$ cat src/rtl/strobe_word_fmt.sv
module strobe_word_fmt #(
  parameter int NDIG   = 5,
  parameter int BCDW   = 4,
  parameter int SYNC   = 2,
  parameter int CMD_EN = 1,
  localparam int TAGW  = NDIG - 1,
  localparam int WW    = TAGW + BCDW
) (
  input  logic            clk,
  input  logic            rst_n,
  input  logic            strobe_n,
  input  logic [NDIG-1:0] digit_sel,
  input  logic [BCDW-1:0] bcd,
  input  logic            pol_in,
  input  logic            ovr_in,
  input  logic            und_in,
  input  logic            tx_busy,
  input  logic            adc_busy,
  input  logic            rx_cmd,
  output logic [WW-1:0]   tx_data,
  output logic            tx_load,
  output logic            tx_par_even,
  output logic            overrun,
  output logic            run_hold,
  output logic            rx_clr
);

  logic [SYNC:0]   sh;
  logic            fire;
  logic            msd;
  logic [BCDW-1:0] nib;
  logic            busy_q;

  assign fire = sh[SYNC] & ~sh[SYNC-1];
  assign msd  = digit_sel[NDIG-1];

  always_comb begin
    nib = bcd;
    if (msd) nib[3:1] = {ovr_in, und_in, pol_in};
  end

  always_ff @(posedge clk) begin
    if (!rst_n) begin
      sh          <= '1;
      tx_load     <= 1'b0;
      tx_data     <= '0;
      tx_par_even <= 1'b0;
      overrun     <= 1'b0;
    end else begin
      sh      <= {sh[SYNC-1:0], strobe_n};
      tx_load <= fire;
      if (fire) begin
        tx_data <= {digit_sel[TAGW-1:0], nib};
        if (msd) tx_par_even <= pol_in;
        if (tx_busy) overrun <= 1'b1;
      end
    end
  end

  always_ff @(posedge clk) begin
    if (!rst_n) begin
      busy_q <= 1'b0;
      rx_clr <= 1'b0;
    end else begin
      busy_q <= adc_busy;
      rx_clr <= adc_busy & ~busy_q;
    end
  end

  generate
    if (CMD_EN != 0) begin : g_cmd
      always_ff @(posedge clk) begin
        if (!rst_n) run_hold <= 1'b0;
        else        run_hold <= rx_cmd & ~adc_busy;
      end
    end else begin : g_nocmd
      assign run_hold = 1'b0;
    end
  endgenerate

endmodule


$ cat config.mk
export PLATFORM = sky130hd
export DESIGN_NAME = strobe_word_fmt
export DESIGN_NICKNAME = d
export VERILOG_FILES = /design/src/rtl/strobe_word_fmt.sv
export SDC_FILE = /design/constraint.sdc
export NUM_CORES = 1
export LEC_CHECK = 0
export ABC_AREA = 1
export BUFFER_PORTS_ARGS = -buffer_cell sky130_fd_sc_hd__buf_2
export CAP_MARGIN = 0
export CELL_PAD_IN_SITES_DETAIL_PLACEMENT = 1
export CELL_PAD_IN_SITES_GLOBAL_PLACEMENT = 1
export CORE_MARGIN = 3
export CORE_UTILIZATION = 28
export DETAILED_ROUTE_END_ITERATION = 10
export PLACE_DENSITY_LB_ADDON = 0.2
export SYNTH_ARGS = -nofsm -noshare
export SYNTH_HDL_FRONTEND = slang
export SYNTH_SLANG_ARGS = --single-unit
$ cat constraint.sdc
create_clock -name clk -period 1.1 [get_ports clk]
set_input_delay 0.11 -clock clk [delete_from_list [all_inputs] [get_ports clk]]
set_output_delay 0.11 -clock clk [all_outputs]
set_load 0.05 [all_outputs]
# Word-level counts from Yosys, hierarchy flattened
# Index checks and enable logic that the tools add are counted.
[op_classes]
reduce_logical = 2
bitwise = 6
mux = 1
[ops]
columns = ["cell", "n"]
rows = [
  ["2-bit AND reduction", 2],
  ["1-bit AND", 3],
  ["3-bit 2-to-1 mux", 1],
  ["1-bit NOT", 3],
]
[word_totals]
word_cells = 17
regBits = 17
out_inout_bits = 13

# Depth between registers and ports, before layout
# Gate-level depths: netlist of the first run.
[depth]
depth_word = 3
depth_mapped = 6
mapped_depth_nobuf = 6

# Worst setup path before layout of the first run
# No wires, ideal clock.
[synth_path]
path_kind = "reg2reg"
from = "reg tx_data[1] (netlist name)"
to = "reg tx_data[1]"
synth_period_minus_slack_ns = 0.938
setup_time_ns = 0.064
t_required_ns = 1.036
t_arrival_ns = 0.874
slack_ns = 0.162
n_path_buf = 0
path_stages_with_launch = 5
cell_sequence = "dfxtp_1 -> nand2_1 -> nand2_1 -> inv_1 -> nor2_1"
[synth_lines]
columns = ["item", "line_no", "source"]
rows = [
  ["end signal: assignment", "53", "tx_data <= {digit_sel[TAGW-1:0], nib};"],
  ["end: declaration", "20", "output logic [WW-1:0] tx_data,"],
]

# Final worst setup path of the first run
[layout_path]
from = "reg tx_data[5]"
to = "out tx_data[5]"
# No word-level cell between the ends.

==> results of run 1 <==
==> logic make-up after synthesis <==
kind of cell	after synthesis
AOI/OAI and AO/OA	5
and+or+nand+nor	45
buffers and inverters	14
DFF	17
==> how the worst max path moves through the flow <==
stage                          start    endpoint  depth (start not counted)
after floorplan           tx_data[1]  tx_data[1]                          4
after global placement         sh[1]  tx_data[1]                          6
after detailed placement       sh[1]  tx_data[2]                          6
after CTS                 tx_data[5]  tx_data[5]                          1
after global routing      tx_data[5]  tx_data[5]                          1
final                     tx_data[5]  tx_data[5]                          1
==> sequential cells by signal (all words and copies together), names as in the netlist <==
register     flops
busy_q           1
overrun          1
run_hold         1
rx_clr           1
sh               3
tx_data          8
tx_load          1
tx_par_even      1
==> power by group through the flow <==
stage	Clock, mW	Sequential [mW]	Combinational, mW
4_1_cts	0.354	0.657	0.208
3_5_place_dp	0	0.671	0.202
5_1_grt	0.383	0.661	0.225
3_3_place_gp	0	0.669	0.197
2_1_floorplan	0	0.749	0.0547
6_report	0.332	0.657	0.204
==> cell type report <==
| class | count | area, um^2 |
|---|---|---|
| fill | 274 | 1170 |
| clock inverter | 1 | 5.00 |
| sequential | 17 | 340 |
| multi-input combinational | 50 | 209 |
| clock buffer | 3 | 22.5 |
| timing repair buffer | 32 | 170 |
| inverter | 13 | 48.8 |
| tap | 27 | 33.8 |
==> metrics by stage <==
step	hold WS [ps]	instance area, um^2	total power [mW]	util [%]
global route	16.5	830	1.27	41.4
global placement	281	782	0.866	39.1
CTS	3.11	830	1.22	41.4
floorplan	182	609	0.804	-
detailed placement	286	782	0.873	39.1
finish	10.6	830	1.19	41.4
==> routing by layer <==
metal | part of all wire [%] | global-route usage (%)
met2 | 53 | 22.3
met5 | 0 | 0
met3 | 7.1 | 3.13
met4 | 0 | 6.38
met1 | 40 | 12.5
==> layout by cell type (no fill, tap or decap) <==
master         count
nand2_1           24
dlygate4sd3_1      2
o21ai_0            5
inv_2              1
nand3_2            1
inv_1             12
buf_2             30
nand2_2            1
nand3_1            3
dfxtp_1           17
nor2_1            15
clkbuf_4           3
nand4_1            1
clkinv_2           1
==> run_results.csv, run 1 <==
group,metric,value,unit
sta,maxSlewViolCount,0,
hold_path,hp-class,"in2reg",
critical_path,crit_buf_inv,1,
die,row_count,16,
logic_synthesis,synth-xor-area-share,0,%
final_layout,syn2layout_area_growth,36.1,%
power_and_ir_drop,irDropWorstVdd,0.692,mV
power_and_ir_drop,pwr-share-seq,55.0,%
clock_tree,cts_sinks,17,
power_and_ir_drop,power_frac_comb,17.1,%
sta,clock_skew,3.78,ps
logic_synthesis,yosys.cell_count.top_type,"nand2_1",
die,fp.dieW,52.7,um
routing,post_drt_wl_per_cell,10.3,um
global_route,grt_pass1_wl,2.42,mm
clock_tree,postCtsSetupBuffers,0,
logic_synthesis,synth_seq_cells,17,
clock_tree,root_buffer,"clkbuf_4",
logic_synthesis,ys_warn_count,0,
die,io_pins,31,
clock_tree,cts_resized,0,
sta,setup_tns,0,ps
global_route,grt_max_degree,17,
sta,rsz0062_at_grt,"no",
clock_tree,cts_tree,"done",
global_route,grtUsageTotal,12.2,%
critical_path,cp_cell_sequence,"buf_2",
routing,wl,1.47,mm
sta,setup_ws,76.1,ps
logic_synthesis,syn_nets,99,
routing,route.vias.total,598,
logic_synthesis,yosys.area_share.simple,30.2,%
clock_tree,holdBufCountCts,2,
power_and_ir_drop,cellPowerDensity,1440,nW/um^2
sta,hold_violations,0,
routing,drc,0,
final_layout,final_cells,143,
place,gp_congestion,0.626,
place,portBuffers,30,
logic_synthesis,muxShareOfSynthArea,0,%
routing,via_per_inst,4.18,
die,fp.dieH,52.7,um
sta,max_freq,0.977,GHz
logic_synthesis,synth_common_cells,"24 x nand2_1, 17 x dfxtp_1, 15 x nor2_1, 12 x inv_1, 5 x o21ai_0",
job,drv_cap,0,
critical_path,r2r_start,"sh[1]",
critical_path,cp_data_required_time,990,ps
die,coreArea,2000,um^2
logic_synthesis,async_flop_share,0,%
logic_synthesis,ys_top_cells_by_area,"dfxtp_1 56%, nand2_1 15%, nor2_1 9.2%, inv_1 7.4%, o21ai_0 4.1%",
critical_path,crit_path_max_fanout,2,
hold_path,min_to,"overrun",
run_status,status,"finished clean",
global_route,grt_pass1_vias,604,
critical_path,crit_family,"flip-flops",
sta,period_share,93.1,%
logic_synthesis,yosysTopAreaCell,"dfxtp_1",
place,placed_cells,137,
clock_tree,cts_buffers,3,
final_layout,drive_above_1_share,31.9,%
critical_path,end_kind,"primary output",
clock_tree,clkLatencyLatePin,290,ps
logic_synthesis,synth_top_family_by_area,"simple AND/OR/NAND/NOR gates",
logic_synthesis,synth-edff-count,0,
die,die_area,2770,um^2
logic_synthesis,syn-instance-count,81,
power_and_ir_drop,leakage,0.485,nW
logic_synthesis,synth_top_area_share,55.9,%
logic_synthesis,synth_sequential_area_ratio,55.9,%
sta,tightest_slew,285,ps
sta,fin_crit,1020,ps
routing,antenna_left,0,
final_layout,n_antenna_cell,0,
logic_synthesis,syn_area,609,um^2
critical_path,r2r_cells,6,
routing,firstDrtPassIters,2,
logic_synthesis,synthFlopType,"dfxtp_1",
place,place_ws,131,ps
clock_tree,h-tree-depth,1,
global_route,grt_overflow,0,
critical_path,ff2ff_setup_slack,140,ps
critical_path,r2r-end,"tx_data[2]",
critical_path,cpMaxStageDelayCell,"dfxtp_1",
logic_synthesis,synthAdderAreaFrac,0,%
critical_path,start_kind,"flop",
power_and_ir_drop,clock_power_share,27.9,%
hold_path,hold_start,"tx_busy",
die,start_util,30.4,%
clock_tree,cts_buffer_depth,2,
clock_tree,cts.clk_slew.worst_paths,100,ps
critical_path,max_stage_delay,360,ps
routing,dr.first_iter.drc_count,1,
power_and_ir_drop,internal_power,0.841,mW
place,hpwlAfterDp,1.16,mm
global_route,grt_antenna_before_repair,0,
power_and_ir_drop,switching_share,29.5,%
sta,slew-limit-headroom,81.0,%
hold_path,holdPathStages,3,
logic_synthesis,synth_compound_area_share,4.11,%
power_and_ir_drop,p_switching,0.352,mW
final_layout,final_nets,135,
critical_path,cp.arrival,910,ps
critical_path,critPathKind,"reg2out",
sta,finalSetupViolCount,0,
logic_synthesis,avgSynthCellArea,7.52,um^2
logic_synthesis,synth_cell_types,11,
No activity file was read; power rests on OpenSTA's default activity.
==> inputs of run 2 (changes only) <==
--- a/config.mk
+++ b/config.mk
@@ -10,8 +10,9 @@
 export CAP_MARGIN = 0
 export CELL_PAD_IN_SITES_DETAIL_PLACEMENT = 1
 export CELL_PAD_IN_SITES_GLOBAL_PLACEMENT = 1
+export CORE_ASPECT_RATIO = 1.75
 export CORE_MARGIN = 3
-export CORE_UTILIZATION = 28
+export CORE_UTILIZATION = 26
 export DETAILED_ROUTE_END_ITERATION = 10
 export PLACE_DENSITY_LB_ADDON = 0.2
 export SYNTH_ARGS = -nofsm -noshare
==> constraint.sdc (replaced) <==
create_clock -name clk -period 0.9 [get_ports clk]
set_input_delay 0.045 -clock clk [delete_from_list [all_inputs] [get_ports clk]]
set_output_delay 0.045 -clock clk [all_outputs]
set_load 0.05 [all_outputs]
==> run 2 against run 1 <==
Effect of this change:
- routed wire length rose by 6.7%
- first-iteration DRC count increased to 19 times the previous value
- count of clock-buffer cells in the layout unchanged
- critical path depth increased by 3
- sequential share of layout area down 5.2 points
- utilization rose by 4.0 points
- clock power increased by 26%
- combinational power up 50%
- global-route usage down 0.69 points
==> run_results.csv, run 2 (synthesis gave the netlist of run 1 again) <==
group,metric,value,unit
run_status,status,"finished clean",
sta,timing.hold.ws,11.2,ps
sta,hold_violations,0,
final_layout,largest_register_ffs,8,
final_layout,nFillCells,277,
critical_path,max_stage_delay,380,ps
clock_tree,cts_sinks,17,
final_layout,mostFrequentLayoutCell,"nand2_1",
sta,rsz0062_at_grt,"yes",
clock_tree,root_buffer,"clkbuf_4",
sta,max_freq,1.14,GHz
global_route,grt_pass1_vias,671,
die,row_count,22,
critical_path,cp_cell_sequence,"buf_6 -> nand4_1 -> nand2_1 -> nor2_1",
place,portBuffers,30,
final_layout,n_antenna_cell,0,
critical_path,critPathKind,"reg2reg",
place,placed_cells,136,
routing,drc,0,
die,die_area,2980,um^2
die,io_pins,31,
power_and_ir_drop,leakage,0.521,nW
hold_path,hp-class,"in2reg",
critical_path,cp.arrival,1070,ps
routing,wl,1.57,mm
clock_tree,clkLatencyLatePin,290,ps
sta,period_share,97.5,%
global_route,grt_max_degree,17,
critical_path,r2r_start,"sh[2]",
final_layout,reg_top3,"tx_data (8), sh (3)",
critical_path,crit_path_max_fanout,3,
sta,setup_tns,0,ps
critical_path,r2r-end,"tx_data[1]",
global_route,grt_antenna_before_repair,0,
final_layout,drive_above_1_share,41.8,%
clock_tree,cts_buffer_depth,2,
final_layout,mostFrequentLayoutCells,"24 x nand2_1, 17 x buf_2, 15 x nor2_1",
clock_tree,cts.clk_slew.worst_paths,110,ps
clock_tree,postCtsSetupBuffers,0,
global_route,grt_pass1_wl,2.66,mm
sta,fin_crit,877,ps
final_layout,final_cell_area,988,um^2
sta,slew-limit-headroom,79.0,%
critical_path,start_kind,"flop",
die,start_util,28.0,%
routing,route.vias.total,633,
global_route,grt_overflow,0,
critical_path,cpMaxStageDelayCell,"dfxtp_2",
routing,via_per_inst,4.34,
sta,tightest_slew,314,ps
critical_path,r2r_cells,4,
final_layout,final_nets,141,
power_and_ir_drop,power,1.53,mW
critical_path,ff2ff_setup_slack,20,ps
global_route,grtUsageTotal,11.5,%
final_layout,syn2layout_area_growth,62.2,%
die,coreArea,2170,um^2
die,fp.dieW,42.6,um
clock_tree,cts_buffers,3,
critical_path,startpoint,"sh[2]",
sta,finalSetupViolCount,0,
routing,antenna_left,0,
job,drv_cap,0,
critical_path,endpoint,"tx_data[1]",
place,gp_congestion,0.750,
final_layout,final_cells,146,
power_and_ir_drop,irDropWorstVdd,0.777,mV
critical_path,end_kind,"flop",
final_layout,regMostFlops,"tx_data",
place,hpwlAfterDp,1.13,mm
power_and_ir_drop,cellPowerDensity,1550,nW/um^2
clock_tree,h-tree-depth,1,
die,fp.dieH,70.0,um
clock_tree,cts_tree,"done",
critical_path,cp_data_required_time,1090,ps
sta,maxSlewViolCount,0,
sta,clock_skew,6.66,ps
routing,firstDrtPassIters,2,
routing,dr.first_iter.drc_count,19,
place,placed_cell_area,798,um^2
routing,post_drt_wl_per_cell,10.8,um
==> run 2: worst min-delay path by stage <==
stage,from,to,slack [ps],depth (start not counted)
after floorplan,adc_busy,run_hold,120,1
after global placement,adc_busy,run_hold,220,2
final,digit_sel[2],tx_data[6],10,3
after detailed placement,strobe_n,sh[0],220,3
after CTS,bcd[0],tx_data[0],0.2,3
after global routing,digit_sel[2],tx_data[6],20,3
==> run 2: cell type report <==
cell class	count	area, um^2	area share, %
Inverter	13	53.8	5.44
Clock inverter	1	7.51	0.759
Multi-Input combinational cell	50	221	22.4
Timing Repair Buffer	38	299	30.3
Sequential cell	17	354	35.8
Clock buffer	3	22.5	2.28
Tap cell	24	30.0	3.04
==> run 2: repair_timing <==
action	4_1_cts	5_1_grt
pin swaps	1	1
gates resized for setup	20	16
hold endpoints to repair	7	0
setup endpoints to repair	16	15
hold buffers	6	0
==> run 2: through the flow <==
stage | utilization, % | setup WS [ps]
floorplan | - | 41.8
global route | 45.5 | -46.4
detailed placement | 36.7 | 16.1
global placement | 36.7 | 40.1
finish | 45.5 | 22.9
CTS | 43.7 | 5.88
==> run 2: power breakdown <==
| part | leakage [nW] | switching, mW | internal, mW | total [mW] |
|---|---|---|---|---|
| combinational | 0.364 | 0.182 | 0.122 | 0.305 |
| sequential | 0.143 | 0.0185 | 0.792 | 0.811 |
| clock | 0.0139 | 0.250 | 0.169 | 0.419 |
| total | 0.521 | 0.451 | 1.08 | 1.53 |
==> run 2: critical path, delay by kind of cell, from the launching register on <==
kind | cells | cell delay (ps)
flip-flops | 1 | 380
AND/OR/NAND/NOR | 3 | 290
buffers and inverters | 1 | 120
==> run 2: layer usage <==
layer	GRT usage, %	share of wire (%)	up-vias
met3	1.80	5.3	2
met5	0	0	-
met4	7.27	1.0	0
li1	-	-	323
met1	11.4	40	288
met2	21.1	53	20
